<file path="src/rtl/keydet_pkg.sv">
package keydet_pkg;
  localparam int CAL_MEAS = 15;
  localparam int DI_MAX   = 32;
endpackage

</file>
<file path="src/rtl/keydet_cal.sv">
module keydet_cal #(
  parameter int MEAS_N = keydet_pkg::CAL_MEAS
) (
  input  logic clk,
  input  logic rst_n,
  input  logic meas,
  input  logic req,
  output logic busy,
  output logic load
);
  localparam int CNTW = $clog2(MEAS_N) + 1;

  logic [CNTW-1:0] cnt_q, cnt_d;
  logic            busy_d;

  always_comb begin
    busy_d = busy;
    cnt_d  = cnt_q;
    if (busy) begin
      if (meas) begin
        if (cnt_q == CNTW'(MEAS_N - 1)) begin
          busy_d = 1'b0;
          cnt_d  = '0;
        end else begin
          cnt_d = cnt_q + 1'b1;
        end
      end
    end else if (req) begin
      busy_d = 1'b1;
      cnt_d  = '0;
    end
  end

  always_ff @(posedge clk or negedge rst_n) begin
    if (!rst_n) begin
      busy  <= 1'b1;
      cnt_q <= '0;
    end else begin
      busy  <= busy_d;
      cnt_q <= cnt_d;
    end
  end

  assign load = busy & meas;


  cal_end_chk: assert property (@(posedge clk) disable iff (!rst_n)
    busy && meas && (cnt_q == CNTW'(MEAS_N - 1)) |=> !busy);

  cal_start_chk: assert property (@(posedge clk) disable iff (!rst_n)
    !busy && req |=> busy && (cnt_q == '0));
endmodule

</file>
<file path="src/rtl/keydet_timebase.sv">
module keydet_timebase #(
  parameter int TW = 8
) (
  input  logic          clk,
  input  logic          rst_n,
  input  logic          slot,
  input  logic          any_det,
  input  logic          cal_busy,
  input  logic [TW-1:0] up_rate,
  input  logic [TW-1:0] dn_rate,
  input  logic [TW-1:0] hold_slots,
  output logic          step_up,
  output logic          step_dn
);
  logic [TW-1:0] hold_q, hold_d, up_q, up_d, dn_q, dn_d;
  logic [TW-1:0] up_lim, dn_lim;
  logic          drift_ok;

  assign up_lim   = (up_rate == '0) ? TW'(1) : up_rate;
  assign dn_lim   = (dn_rate == '0) ? TW'(1) : dn_rate;
  assign drift_ok = !any_det && (hold_q == '0) && !cal_busy;

  always_comb begin
    hold_d  = hold_q;
    up_d    = up_q;
    dn_d    = dn_q;
    step_up = 1'b0;
    step_dn = 1'b0;
    if (cal_busy)                     hold_d = '0;
    else if (any_det)                 hold_d = hold_slots;
    else if (slot && hold_q != '0)    hold_d = hold_q - 1'b1;
    if (!drift_ok) begin
      up_d = '0;
      dn_d = '0;
    end else if (slot) begin
      if (({1'b0, up_q} + 1'b1) >= {1'b0, up_lim}) begin
        up_d    = '0;
        step_up = 1'b1;
      end else begin
        up_d = up_q + 1'b1;
      end
      if (({1'b0, dn_q} + 1'b1) >= {1'b0, dn_lim}) begin
        dn_d    = '0;
        step_dn = 1'b1;
      end else begin
        dn_d = dn_q + 1'b1;
      end
    end
  end

  always_ff @(posedge clk or negedge rst_n) begin
    if (!rst_n) begin
      hold_q <= '0;
      up_q   <= '0;
      dn_q   <= '0;
    end else begin
      hold_q <= hold_d;
      up_q   <= up_d;
      dn_q   <= dn_d;
    end
  end


  hold_step_chk: assert property (@(posedge clk) disable iff (!rst_n)
    (hold_q != '0) |-> !(step_up || step_dn));

  hold_load_chk: assert property (@(posedge clk) disable iff (!rst_n)
    any_det && !cal_busy |=> (hold_q == $past(hold_slots)));
endmodule

</file>
<file path="src/rtl/keydet_chan.sv">
module keydet_chan #(
  parameter int CW  = 12,
  parameter int DIW = 6
) (
  input  logic           clk,
  input  logic           rst_n,
  input  logic           en,
  input  logic           meas,
  input  logic           cal_busy,
  input  logic           cal_load,
  input  logic [CW-1:0]  sig,
  input  logic [7:0]     thr,
  input  logic [7:0]     hyst,
  input  logic [DIW-1:0] run_lim,
  input  logic           step_up,
  input  logic           step_dn,
  output logic           det
);
  localparam int EW = CW + 2;

  logic [CW-1:0]  base_q, base_d;
  logic [DIW-1:0] run_q, run_d;
  logic           det_d, above, below, hit;
  logic [EW-1:0]  on_lvl, sig_x;

  assign on_lvl = EW'(base_q) + EW'(thr);
  assign sig_x  = EW'(sig);
  assign above  = sig_x > on_lvl;
  assign below  = (sig_x + EW'(hyst)) < on_lvl;
  assign hit    = det ? below : above;

  always_comb begin
    base_d = base_q;
    run_d  = run_q;
    det_d  = det;
    if (cal_busy) begin
      det_d = 1'b0;
      run_d = '0;
      if (cal_load) base_d = sig;
    end else if (!en) begin
      det_d = 1'b0;
      run_d = '0;
    end else begin
      if (meas) begin
        if (hit) begin
          if (({1'b0, run_q} + 1'b1) >= {1'b0, run_lim}) begin
            det_d = !det;
            run_d = '0;
          end else begin
            run_d = run_q + 1'b1;
          end
        end else begin
          run_d = '0;
        end
      end
      if (step_up && sig > base_q)      base_d = base_q + 1'b1;
      else if (step_dn && sig < base_q) base_d = base_q - 1'b1;
    end
  end

  always_ff @(posedge clk or negedge rst_n) begin
    if (!rst_n) begin
      base_q <= '0;
      run_q  <= '0;
      det    <= 1'b0;
    end else begin
      base_q <= base_d;
      run_q  <= run_d;
      det    <= det_d;
    end
  end


  off_key_chk: assert property (@(posedge clk) disable iff (!rst_n)
    !en |=> !det);

  det_hold_chk: assert property (@(posedge clk) disable iff (!rst_n)
    !meas && !cal_busy && en |=> $stable(det));

  cal_clear_chk: assert property (@(posedge clk) disable iff (!rst_n)
    cal_busy |=> !det);

  base_slew_chk: assert property (@(posedge clk) disable iff (!rst_n)
    !cal_busy |=> (base_q == $past(base_q)) || (base_q == $past(base_q) + 1'b1)
                  || (base_q == $past(base_q) - 1'b1));
endmodule

</file>
<file path="src/rtl/keydet_core.sv">
module keydet_core #(
  parameter int NKEYS = 4,
  parameter int CW    = 12,
  parameter int TW    = 8,
  parameter int DIW   = 6
) (
  input  logic               clk,
  input  logic               rst_n,
  input  logic               meas_stb,
  input  logic               slot_stb,
  input  logic               cal_req,
  input  logic [NKEYS*CW-1:0] sig_cnt,
  input  logic [NKEYS-1:0]   key_en,
  input  logic [7:0]         thr_cnt,
  input  logic [7:0]         hyst_cnt,
  input  logic [DIW-1:0]     di_set,
  input  logic [TW-1:0]      up_rate,
  input  logic [TW-1:0]      dn_rate,
  input  logic [TW-1:0]      hold_slots,
  output logic [NKEYS-1:0]   detect,
  output logic               cal_busy
);
  localparam logic [DIW-1:0] DI_TOP = DIW'(keydet_pkg::DI_MAX);

  logic [DIW-1:0] run_lim;
  logic           cal_load, step_up, step_dn, any_det;

  assign run_lim = (di_set == '0) ? DIW'(1) : ((di_set > DI_TOP) ? DI_TOP : di_set);
  assign any_det = |detect;

  keydet_cal #(.MEAS_N(keydet_pkg::CAL_MEAS)) u_cal (
    .clk(clk), .rst_n(rst_n), .meas(meas_stb), .req(cal_req),
    .busy(cal_busy), .load(cal_load)
  );

  keydet_timebase #(.TW(TW)) u_tb (
    .clk(clk), .rst_n(rst_n), .slot(slot_stb), .any_det(any_det),
    .cal_busy(cal_busy), .up_rate(up_rate), .dn_rate(dn_rate),
    .hold_slots(hold_slots), .step_up(step_up), .step_dn(step_dn)
  );

  for (genvar k = 0; k < NKEYS; k++) begin : g_key
    keydet_chan #(.CW(CW), .DIW(DIW)) u_chan (
      .clk(clk), .rst_n(rst_n), .en(key_en[k]), .meas(meas_stb),
      .cal_busy(cal_busy), .cal_load(cal_load), .sig(sig_cnt[k*CW +: CW]),
      .thr(thr_cnt), .hyst(hyst_cnt), .run_lim(run_lim),
      .step_up(step_up), .step_dn(step_dn), .det(detect[k])
    );
  end


  frozen_chk: assert property (@(posedge clk) disable iff (!rst_n)
    any_det |-> !(step_up || step_dn));

  run_lim_chk: assert property (@(posedge clk) disable iff (!rst_n)
    (run_lim != '0) && (run_lim <= DI_TOP));
endmodule

</file>
<file path="config.mk">
export PLATFORM = sky130hd
export DESIGN_NAME = keydet_core
export DESIGN_NICKNAME = d
export VERILOG_FILES = /design/src/rtl/keydet_pkg.sv /design/src/rtl/keydet_cal.sv /design/src/rtl/keydet_timebase.sv /design/src/rtl/keydet_chan.sv /design/src/rtl/keydet_core.sv
export SDC_FILE = /design/constraint.sdc
export NUM_CORES = 1
export LEC_CHECK = 0
export BUFFER_PORTS_ARGS = -buffer_cell sky130_fd_sc_hd__buf_2
export CORE_MARGIN = 1.5
export CORE_UTILIZATION = 40
export CTS_BUF_LIST = sky130_fd_sc_hd__clkbuf_4 sky130_fd_sc_hd__clkbuf_8
export DETAILED_ROUTE_END_ITERATION = 12
export GPL_TIMING_DRIVEN = 0
export PLACE_DENSITY = 0.6
export SYNTH_ARGS = -nofsm -noshare
export SYNTH_HDL_FRONTEND = slang
export SYNTH_SLANG_ARGS = --single-unit
</file>
<file path="constraint.sdc">
create_clock -name clk -period 4.35 [get_ports clk]
set_clock_uncertainty 0.1 [all_clocks]
set_input_delay 0.435 -clock clk [delete_from_list [all_inputs] [get_ports clk]]
set_output_delay 0.435 -clock clk [all_outputs]
set_load 0.1 [all_outputs]
</file>
== After elaboration in Yosys (flattened, before gate mapping) ==
Cells that the tools add are included.
Storage, ports and cells
  register bits: 106
  input port bits: 103
  logic and storage cells: 220
Cells by class
  add/sub/neg operators: 30
  $lt $le $gt $ge: 23
  equality and inequality tests: 16
  mux-type cells: 91
  bitwise gates (word level): 1
  reductions and logical operators: 42
Operators by type and width (number)
  12-bit two-way mux: 20
  6-bit two-way mux: 22
  12-bit by 8-bit adder with 13-bit output: 8
  8-bit two-way mux: 11
  12-bit by 14-bit greater-than comparator with 1-bit output: 4
  14-bit < comparator: 4
  12-bit by 1-bit adder with 12-bit output, second input constant: 4
  12-bit greater-than comparator: 4
  12-bit < comparator: 4
  12-bit by 1-bit subtractor with 12-bit output, second input constant: 4
  1-bit two-way mux: 34
  6-bit by 1-bit adder with 7-bit output, second input constant: 4
  7-bit by 6-bit greater-or-equal comparator with 1-bit output: 4
  6-bit by 1-bit adder with 6-bit output, second input constant: 4
  8-bit zero test: 3
  3-bit by 1-bit != test with 1-bit output, second input constant: 8
  3-bit AND reduction: 8
  5-bit two-way mux: 4
  8-bit by 1-bit adder with 9-bit output, second input constant: 2
  9-bit by 8-bit greater-or-equal comparator with 1-bit output: 2
  8-bit by 1-bit adder with 8-bit output, second input constant: 2
  3-bit nonzero test: 5
  3-bit by 2-bit != test with 1-bit output, second input constant: 4
  1-bit logical AND: 11
  other kinds (12): 23

== Depth between registers and ports, before layout ==
Gate-level depths: netlist of the first run.
  word-level depth: 11
  gate-level depth with buffers: 19
  mapped depth without buffers: 18

== By module ==
A second synthesis of the first run with hierarchy kept.
Second synthesis, totals
  cells, all modules: 1865
  area total of the unflattened synthesis: 15463.6 µm²
By module, submodules not included
  keydet_chan at g_key[2].u_chan ...: instances 2, cells each 389, area an instance 3251.9 µm²
  keydet_chan at g_key[0].u_chan: instances 1, cells each 403, area an instance 3283.1 µm²
  keydet_chan at g_key[1].u_chan: instances 1, cells each 401, area an instance 3260.6 µm²
  keydet_timebase: instances 1, cells each 240, area an instance 2034.5 µm²
  keydet_cal: instances 1, cells each 34, area an instance 329.1 µm²
  keydet_core: instances 1, cells each 9, area an instance 52.6 µm²

== Worst setup path after synthesis of the first run ==
OpenSTA, ideal clock, no wires.
  kind: reg2reg
  from: register u_tb.up_q[0]
  to: register g_key[2].u_chan.base_q[10]
  library setup time: 0.127 ns
  arrival time: 4.327 ns
  slack: -0.204 ns
  stages on the path, launching flop included: 19
  path buffers: 0
  clock period less this slack: 4.554 ns
  path through: dfrtp_1 ha_1 and3_1 nand3_1 xnor2_1 ha_1 or2_2 a21boi_0 a311oi_2 o311ai_1 fa_1 a21oi_1 nor2b_1 o311a_1 o41ai_1 o21ai_0 xnor2_1 o21ai_0 mux2_1
Between the ends
  longest elaborated chain between the ends: 9
RTL lines
  start, declared: line keydet_timebase.sv:15  | logic [TW-1:0] hold_q, hold_d, up_q, up_d, dn_q, dn_d;
  start signal, assigned: line keydet_timebase.sv:58  | up_q <= up_d;
  8-bit by 1-bit adder with 9-bit output *: line keydet_timebase.sv:36  | if (({1'b0, up_q} + 1'b1) >= {1'b0, up_lim}) begin
  9-bit by 8-bit greater-or-equal comparator with 1-bit output *: line keydet_timebase.sv:36
  1-bit two-way mux *: line keydet_timebase.sv:36
  1-bit two-way mux *: line keydet_timebase.sv:35  | end else if (slot) begin
  1-bit two-way mux *: line keydet_timebase.sv:32  | if (!drift_ok) begin
  1-bit logical AND *: line keydet_chan.sv:56  | if (step_up && sig > base_q) base_d = base_q + 1'b1;
  12-bit two-way mux: line keydet_chan.sv:56
  12-bit two-way mux: line keydet_chan.sv:40  | end else if (!en) begin
  12-bit two-way mux: line keydet_chan.sv:36  | if (cal_busy) begin
  end signal, assigned: line keydet_chan.sv:67  | base_q <= base_d;
  end, declared: line keydet_chan.sv:21  | logic [CW-1:0] base_q, base_d;
Mark *: on every way between the ends. The rest lies on a longest branch, timed or not. The select of a mux whose other input is x is not followed.
A chain may end at the register's enable or synchronous reset.

== Worst setup path after layout of the first run ==
  from: register u_tb.up_q[1]
  to: register g_key[3].u_chan.base_q[10]
Between the ends
  longest elaborated chain between the ends: 9
RTL lines (line)
  8-bit by 1-bit adder with 9-bit output *: keydet_timebase.sv:36
  9-bit by 8-bit greater-or-equal comparator with 1-bit output *: keydet_timebase.sv:36
  1-bit two-way mux *: keydet_timebase.sv:36
  1-bit two-way mux *: keydet_timebase.sv:35
  1-bit two-way mux *: keydet_timebase.sv:32
  1-bit logical AND *: keydet_chan.sv:56
  12-bit two-way mux: keydet_chan.sv:56
  12-bit two-way mux: keydet_chan.sv:40
  12-bit two-way mux: keydet_chan.sv:36
  end signal, assigned: keydet_chan.sv:67
  end, declared: keydet_chan.sv:21
Marks and branches as above.

==> impl_metrics.ini, run 1 <==
[clocking]
numClockSinks = 106
clockRootBuffer = clkbuf_8
clk_pin_slew_ns = 0.13
clkLatencyLatePin_ns = 0.42
cts_max_level = 3
numCtsBuffers = 9
ctsLongestPathBuffers = 2
cts_tree = built

[synth]
ys_seq_area_share_pct = 18.7
synth.distinct_cells = 68
ys_warn_count = 0
synthesis.nets = 2104
synth_area_um2 = 14200
async_flop_share_pct = 100
synth.avg_cell_area_um2 = 8.40
synthFlopType = dfrtp_1
synth-edff-count = 0
synthCells = 1692
synth-seq-cells = 106

[global_routing]
antenna_found_initial = 0
grt_max_degree = 67
overflow = 0
grt_usage_pct = 22.7
grt_pass1_wl_um = 65100
grt_pass1_vias = 12600

[pwr]
p_per_area_nw_per_um2 = 312
power.leakage_nw = 7.97
ir_drop_uv = 151

[sta]
setup_ws_ns = -0.153
finalHoldViolCount = 0
fin_crit_ns = 4.50
period_share_pct = 104
finalSetupTns_ns = -0.509
hold_ws_ns = 0.151
worst_pin_slew_ns = 1.42
finalSetupViolCount = 6
max_freq_mhz = 222
rsz0062_at_grt = yes
final_max_slew_viol_count = 0
slew_headroom_pct = 4.72

[place]
pre_cts_ws_ns = -1.64
hpwl_um = 32300
globalplace.congestion = 0.870
numPortBuffers = 107
dp.cells = 2255

[die]
ios = 108
die_area_um2 = 36700
num_rows = 68
die-height_um = 192
initial_utilization_pct = 40.9
die_w_um = 192
core_area_um2 = 34800

[worst_setup_path]
crit_chain = ha_4, and3_4, xor2_2, ha_1, nand3_1, nand2_1, a41oi_2, a311oi_4, buf_12, or3b_4, fa_2, a21oi_2, nor2b_2, o311a_4, o41ai_4, buf_4, o21ai_2, xor2_1, mux2i_1, a21oi_1
ff2ff_path_depth = 20
crit_path_start = u_tb.up_q[1]
ff2ff_setup_slack_ns = -0.15
crit_path_end = g_key[3].u_chan.base_q[10]
critPathMaxStageDelay_ns = 0.45
worst_setup_path_start_kind = flip-flop
slowest_stage = dfrtp_2
path_class = reg -> reg
r2r-start = u_tb.up_q[1]
reg2reg_to = g_key[3].u_chan.base_q[10]
cp.required_ns = 4.53
end_kind = flip-flop
cp_max_fo = 4
crit_arrival_ns = 4.68

[finish]
nets = 2278
drive_gt1_share_pct = 17.1
final_cells = 2328
syn_to_final_growth_pct = 17.4
fin_util_pct = 47.9

[job]
cap_violations = 0

[route]
wirelength_um = 41400
drt_iter0_drc = 614
antenna_left = 0
wl_per_cell_um = 17.8
drc = 0
viasPerCell = 5.58
drt-pass1-iter-count = 5
vias = 13000

[run_status]
failed_checks = setup timing
outcome = finished, violations left

[hold_path]
hold_class = in -> reg
hp-start = cal_req
[state kept, by name, summed over array words and instances (netlist names)]
register,flops
g_key.u_chan.run_q,24
u_tb.dn_q,8
u_tb.hold_q,8
u_cal.busy,1
g_key.u_chan.base_q,48
u_cal.cnt_q,5
g_key.u_chan.det,4
u_tb.up_q,8
[area by class of cell]
type,count,area (µm²)
antenna,2,5.00
timing repair buffer,164,1050
fill,3336,18100
multi-input combinational,1454,11700
sequential,106,2670
clock buffer,11,145
buffer,28,140
inverter,103,387
clock inverter,5,62.6
tap,455,569
[repair_timing]
action	in CTS	in global routing
hold buffers	1	0
endpoints found under the setup margin	61	49
resized for setup	59	80
buffers inserted	27	28
pin swaps	22	44
hold endpoints to repair	40	0
[layout by cell type, fill, tap and decap left out, types with 11 or more instances in the layout]
master,Yosys,final
or2_2,19,18
o21bai_1,23,23
and2_1,16,15
a22o_1,11,11
nand2b_1,32,31
nor3_1,35,34
xor2_1,55,52
ha_4,0,15
nand4_1,37,37
nor2b_1,19,18
o21ai_0,83,63
buf_4,7,54
and3_1,15,14
o211ai_1,21,21
dfrtp_1,105,96
mux2i_1,25,25
a211o_1,12,12
clkbuf_1,17,16
a21o_1,52,52
nor2_1,108,104
a211oi_1,15,14
ha_1,297,279
a21oi_1,156,136
o21ai_1,2,17
a21oi_2,2,22
buf_2,1,106
a31oi_1,17,16
inv_1,103,103
xnor2_1,91,88
nand3_1,52,50
nand2_1,141,141
[metrics by stage]
step           total power [mW]  instance area [µm²]
2_1_floorplan              3.45                14200
3_3_place_gp               4.10                15300
3_5_place_dp               4.19                15400
4_1_cts                    5.00                16100
5_1_grt                    5.71                16700
6_report                   5.21                16700
[worst min-delay path by stage]
stage,slack (ns),cells after the start,endpoint
2_1_floorplan,0.04,0,g_key[0].u_chan.base_q[0]
3_5_place_dp,0.28,1,g_key[2].u_chan.run_q[3]
4_1_cts,0.13,2,u_cal.busy
3_3_place_gp,0.37,1,u_cal.cnt_q[4]
6_report,0.15,2,u_cal.busy
5_1_grt,0.14,2,u_cal.busy
[synthesized netlist by cell type, types with 35 or more instances]
master	instances	share of area (%)
inv_1	103	2.7
xor2_1	55	3.4
a21o_1	52	2.7
nor3_1	35	1.2
nand3_1	52	1.8
nand4_1	37	1.6
a21oi_1	156	5.5
ha_1	297	26
o21ai_0	83	2.9
xnor2_1	91	5.6
dfrtp_1	105	18
nor2_1	108	2.9
nand2_1	141	3.7
[power by group]
group | switching (mW) | internal (mW)
logic | 1.77 | 1.50
registers | 0.163 | 1.09
clock network | 0.391 | 0.292
total | 2.33 | 2.89
[routing by layer]
layer / track usage (%) / vias to the layer above / share of wire [%]
li1: - / 6540 / -
met5: 0 / - / 0
met3: 2.13 / 51 / 3.2
met4: 7.00 / 0 / 2.3
met2: 38.8 / 178 / 47
met1: 30.0 / 6229 / 47
[cells by family after synthesis]
family / count (synthesis) / share of synthesized area [%]
and+or+nand+nor: 512 / 17.8
xor gates and xnor gates: 146 / 8.99
AOI/OAI and AO/OA: 446 / 20.0
muxes: 41 / 3.03
adders and majority gates: 309 / 27.8
DFF: 106 / 18.7
buffers and inverters: 132 / 3.73
[worst max-delay path, delay by kind of cell (launching register included)]
family                   cells  cell delay [ns]
buffers and inverters        2             0.34
flip-flops                   1             0.45
AND/OR/NAND/NOR              5             0.87
multiplexers                 1             0.14
AO/OA/AOI/OAI                7             1.27
XOR/XNOR                     2             0.31
adder cells (fa/ha/maj)      3             0.89
Power figures use the tool's default switching activity.
==> run 2, diff against run 1 <==
CAP_MARGIN = 20   (was not set)
clock period = 3.6 ns   (was 4.35 ns; I/O delays follow)
==> run 2 against run 1 <==
The run still ends with setup timing left. Clock power increased by 14%. Sequential share of layout area is 1.1 points lower. Cell count increased by 2.1%. Critical endpoint is now g_key[0].u_chan.base_q[8]. Largest power group unchanged.
==> impl_metrics.ini, run 2 (synthesized netlist as in run 1, its figures left out) <==
[sta]
fin_crit_ns = 4.51
rsz0062_at_grt = yes
final_max_slew_viol_count = 0
worst_pin_slew_ns = 0.982
slew_headroom_pct = 32.8
period_share_pct = 125
finalHoldViolCount = 0
setup_ws_ns = -0.912
finalSetupViolCount = 67
max_freq_mhz = 222
hold_ws_ns = 0.118
finalSetupTns_ns = -27.73

[hold_path]
hold_class = in -> reg

[finish]
seqCellArea_um2 = 2670
largest_register_ffs = 48
design_area_um2 = 17900
drive_gt1_share_pct = 25.2
multi_input_area_um2 = 12400
regMostFlops = g_key.u_chan.base_q
nets = 2329
syn_to_final_growth_pct = 26.1
reg.largest.list = g_key.u_chan.base_q x48, g_key.u_chan.run_q x24
fillers = 3259
layout_commonest_cell = ha_1
final_cell_mix = 264 x ha_1, 140 x nand2_1, 105 x buf_2

[die]
die_w_um = 192
ios = 108
die-height_um = 192
die_area_um2 = 36700
num_rows = 68
core_area_um2 = 34800
initial_utilization_pct = 40.9

[worst_setup_path]
crit_arrival_ns = 4.73
cp.required_ns = 3.82
worst_setup_path_start_kind = flip-flop
path_class = reg -> reg
cp_max_fo = 4
end_kind = flip-flop

[place]
numPortBuffers = 107
globalplace.congestion = 0.877
placed_area_um2 = 15700
hpwl_um = 32700
pre_cts_ws_ns = -1.59

[global_routing]
grt_usage_pct = 23.8
antenna_found_initial = 2
grt_pass1_vias = 13500
grt_max_degree = 58
overflow = 0
grt_pass1_wl_um = 68400

[clocking]
clkLatencyLatePin_ns = 0.42
numClockSinks = 106
numCtsBuffers = 9
clockRootBuffer = clkbuf_8
ctsLongestPathBuffers = 2
cts_tree = built
clk_pin_slew_ns = 0.13
cts_max_level = 3

[route]
vias = 13500
wirelength_um = 43400
wl_per_cell_um = 18.2
drt_iter0_drc = 744
antenna_left = 0
drt-pass1-iter-count = 5
viasPerCell = 5.66
drc = 0

[pwr]
power.leakage_nw = 8.47
ir_drop_uv = 208
p_per_area_nw_per_um2 = 388
p_total_mw = 6.96

[run_status]
failed_checks = setup timing
outcome = finished, violations left

[job]
cap_violations = 0
## run 2: area by class of cell
cell class | count | area share (%)
Buffer | 28 | 0.858
Inverter | 103 | 2.16
Multi-Input combinational cell | 1454 | 69.3
Sequential cell | 106 | 14.9
Clock inverter | 6 | 0.272
Clock buffer | 10 | 0.733
Antenna cell | 1 | 0.0140
Timing Repair Buffer | 215 | 8.64
Tap cell | 455 | 3.18
## run 2: power by group
part	switching, mW	total (mW)	internal (mW)
Combinational	2.44	4.67	2.23
Sequential	0.192	1.52	1.32
Clock	0.507	0.776	0.269
Total	3.14	6.96	3.83
## run 2: per-stage QoR
| stage | cells | utilization [%] |
|---|---|---|
| 3_3_place_gp | 2254 | 45.0 |
| 6_report | 2378 | 51.5 |
| 5_1_grt | 2377 | 51.5 |
| 4_1_cts | 2350 | 49.8 |
| 3_5_place_dp | 2255 | 45.1 |
| 2_1_floorplan | 1692 | - |
## run 2: layer usage
metal / share of wire [%] / track usage, % / up-vias
met2: 48 / 40.9 / 284
met1: 46 / 31.7 / 6474
li1: - / - / 6655
met3: 4.3 / 2.35 / 51
met5: 0 / 0 / -
met4: 2.1 / 5.98 / 0
## run 2: final timing paths
path / startpoint / endpoint / slack, ns / cells past startpoint
max in group asynchronous: rst_n / g_key[1].u_chan.base_q[1] / 2.31 / 3
min: hold_slots[2] / u_tb.hold_q[2] / 0.12 / 3
max: u_tb.up_q[0] / g_key[0].u_chan.base_q[8] / -0.91 / 21
max reg2reg: u_tb.up_q[0] / g_key[0].u_chan.base_q[8] / -0.91 / 21
min in group asynchronous: rst_n / u_tb.dn_q[7] / 0.36 / 2
min reg2reg: u_cal.cnt_q[4] / u_cal.cnt_q[4] / 0.41 / 1
## run 2: timing repair
action | 4_1_cts | 5_1_grt
setup endpoints to repair | 76 | 75
endpoints found under the hold margin | 49 | 0
resized for setup | 170 | 82
hold buffers | 1 | 0
pin swaps | 111 | 74
setup buffers | 77 | 32
cloned | 1 | 0
## run 2: worst max-delay path, cell delays in order (launching register included)
cell,delay [ns]
dfrtp_1,0.41
ha_2,0.23
and3_4,0.25
nand3_4,0.08
xnor2_2,0.16
ha_1,0.29
or2_4,0.12
a21boi_4,0.05
a311oi_4,0.30
buf_12,0.16
buf_12,0.11
buf_8,0.10
nand3_4,0.09
fa_2,0.40
a21o_1,0.19
a211oi_2,0.26
nor2_2,0.09
o41ai_2,0.34
buf_4,0.17
xor2_1,0.15
o21ai_1,0.07
mux2_4,0.29
==> run 3, diff against run 2 <==
CELL_PAD_IN_SITES_DETAIL_PLACEMENT = 2   (was not set)
CELL_PAD_IN_SITES_GLOBAL_PLACEMENT = 2   (was not set)
CORE_UTILIZATION = 35   (was 40)
PLACE_DENSITY = 0.8   (was 0.6)
==> run 3 against run 2 <==
The flow still finishes with violations (setup timing). Clock power is 34% higher. Via count is 12% higher. Flip-flop and latch count stayed put. Sequential share of layout area is 0.48 points lower. Critical path type unchanged. Highest routed layer is now met5.
==> impl_metrics.ini, run 3 (synthesized netlist as in run 1, its figures left out) <==
[worst_setup_path]
cp.required_ns = 3.83
critical_path_buf_inv_count = 4
end_kind = flip-flop
ff2ff_setup_slack_ns = -1.23
cp_max_fo = 6
crit_arrival_ns = 5.05
critPathMaxStageDelay_ns = 0.48
crit_chain = ha_4, and3_4, nand3_4, xnor2_4, ha_4, or2_4, a21boi_4, a311oi_4, buf_6, buf_12, buf_12, nand3_4, buf_6, ha_4, a211o_1, o211ai_1, a21oi_2, nand4_1, a31oi_2, xnor2_1, a32o_1, or3_1
path_class = reg -> reg
cpLargestDelayFamily = compound AO/OA/AOI/OAI gates
crit_top_cell = ha_4
worst_setup_path_start_kind = flip-flop
slowest_stage = dfrtp_2

[finish]
layout_commonest_cell = ha_1
nets = 2348
regMostFlops = g_key.u_chan.base_q
drive_gt1_share_pct = 27.9
final_cells = 2466
final_cell_mix = 258 x ha_1, 135 x nand2_1, 106 x buf_2
reg.largest.list = g_key.u_chan.base_q x48, g_key.u_chan.run_q x24
syn_to_final_growth_pct = 30.4
largest_register_ffs = 48
n_antenna_cell = 0

[clocking]
numCtsBuffers = 9
clkLatencyLatePin_ns = 0.46
cts_tree = built
clk_pin_slew_ns = 0.14
clockRootBuffer = clkbuf_8
ctsLongestPathBuffers = 2
numClockSinks = 106
cts_max_level = 3

[place]
dp.cells = 2325
globalplace.congestion = 0.835
hpwl_um = 40900
numPortBuffers = 107
pre_cts_ws_ns = -1.75

[global_routing]
busiest_layer = met2
grt_usage_pct = 28.6
grt_pass1_vias = 16400
antenna_found_initial = 1
use_met3_pct = 3.18
grt_max_degree = 76
met1_usage_pct = 33.9
grt_pass1_wl_um = 92700
use_met2_pct = 52.5
overflow = 0

[sta]
worst_pin_slew_ns = 1.05
final_max_slew_viol_count = 0
rsz0062_at_grt = yes
max_freq_mhz = 207
setup_ws_ns = -1.23
period_share_pct = 134
fin_crit_ns = 4.83
hold_ws_ns = 0.0773
slew_headroom_pct = 29.5
finalSetupViolCount = 73
finalHoldViolCount = 0
finalSetupTns_ns = -42.07

[pwr]
p_per_area_nw_per_um2 = 442
power.leakage_nw = 8.60
ir_drop_uv = 202

[die]
core_area_um2 = 39900
num_rows = 73
ios = 108
initial_utilization_pct = 35.6
die-height_um = 205
die_area_um2 = 41800
die_w_um = 205

[run_status]
failed_checks = setup timing
outcome = finished, violations left

[route]
drt-pass1-iter-count = 5
viasPerCell = 6.11
antenna_left = 0
drc = 0
wl_per_cell_um = 28.3
drt_iter0_drc = 803
vias = 15100
wirelength_um = 69700

[hold_path]
hold_class = in -> reg

[job]
cap_violations = 0
-- run 3: final timing paths --
check	from	end	cells past startpoint
setup / recovery	u_tb.up_q[0]	g_key[0].u_chan.base_q[11]	22
hold / removal	hold_slots[0]	u_tb.hold_q[0]	3
setup reg to reg	u_tb.up_q[0]	g_key[0].u_chan.base_q[11]	22
hold reg to reg	u_cal.cnt_q[4]	u_cal.cnt_q[4]	1
max in group asynchronous	rst_n	g_key[0].u_chan.base_q[6]	3
min in group asynchronous	rst_n	g_key[2].u_chan.base_q[7]	2
-- run 3: worst reg2reg max path: stages (launching register included) --
cell and delay [ns]:
dfrtp_2 0.48, ha_4 0.20, and3_4 0.25, nand3_4 0.11
xnor2_4 0.17, ha_4 0.27, or2_4 0.12, a21boi_4 0.06
a311oi_4 0.27, buf_6 0.16, buf_12 0.12, buf_12 0.11
nand3_4 0.12, buf_6 0.18, ha_4 0.26, a211o_1 0.14
o211ai_1 0.22, a21oi_2 0.27, nand4_1 0.19, a31oi_2 0.23
xnor2_1 0.12, a32o_1 0.24, or3_1 0.34
-- run 3: layout make-up --
| class | count | area, µm² |
|---|---|---|
| buffer | 28 | 154 |
| timing repair buffer | 234 | 1660 |
| inverter | 103 | 387 |
| fill | 4282 | 21400 |
| multi-input combinational | 1454 | 12800 |
| clock inverter | 7 | 113 |
| clock buffer | 9 | 124 |
| sequential | 106 | 2670 |
| tap | 525 | 657 |
-- run 3: report_power, final --
part / switching [mW] / total, mW / internal, mW
clock network: 0.631 / 1.04 / 0.408
logic: 3.14 / 5.59 / 2.45
registers: 0.235 / 1.56 / 1.32
-- run 3: through the flow --
step	area (µm²)	total power [mW]	util [%]
after floorplan	14600	4.29	-
after global routing	18500	8.61	46.4
final	18500	8.19	46.4
after CTS	17500	7.08	43.8
after detailed placement	15800	5.45	39.6
after global placement	15800	5.14	39.5
-- run 3: repair_timing --
item / CTS / global route
setup endpoints to repair: 76 / 76
setup buffers: 80 / 52
pin swaps: 118 / 128
hold endpoints to repair: 31 / 0
hold buffers: 1 / 0
gates resized for setup: 179 / 132
cloned: 0 / 1
-- run 3: routing by layer --
metal / part of all wire, % / vias up
li1: - / 6669
met1: 39 / 7688
met2: 51 / 474
met3: 4.1 / 239
met4: 5.7 / 2
met5: 0.019 / -
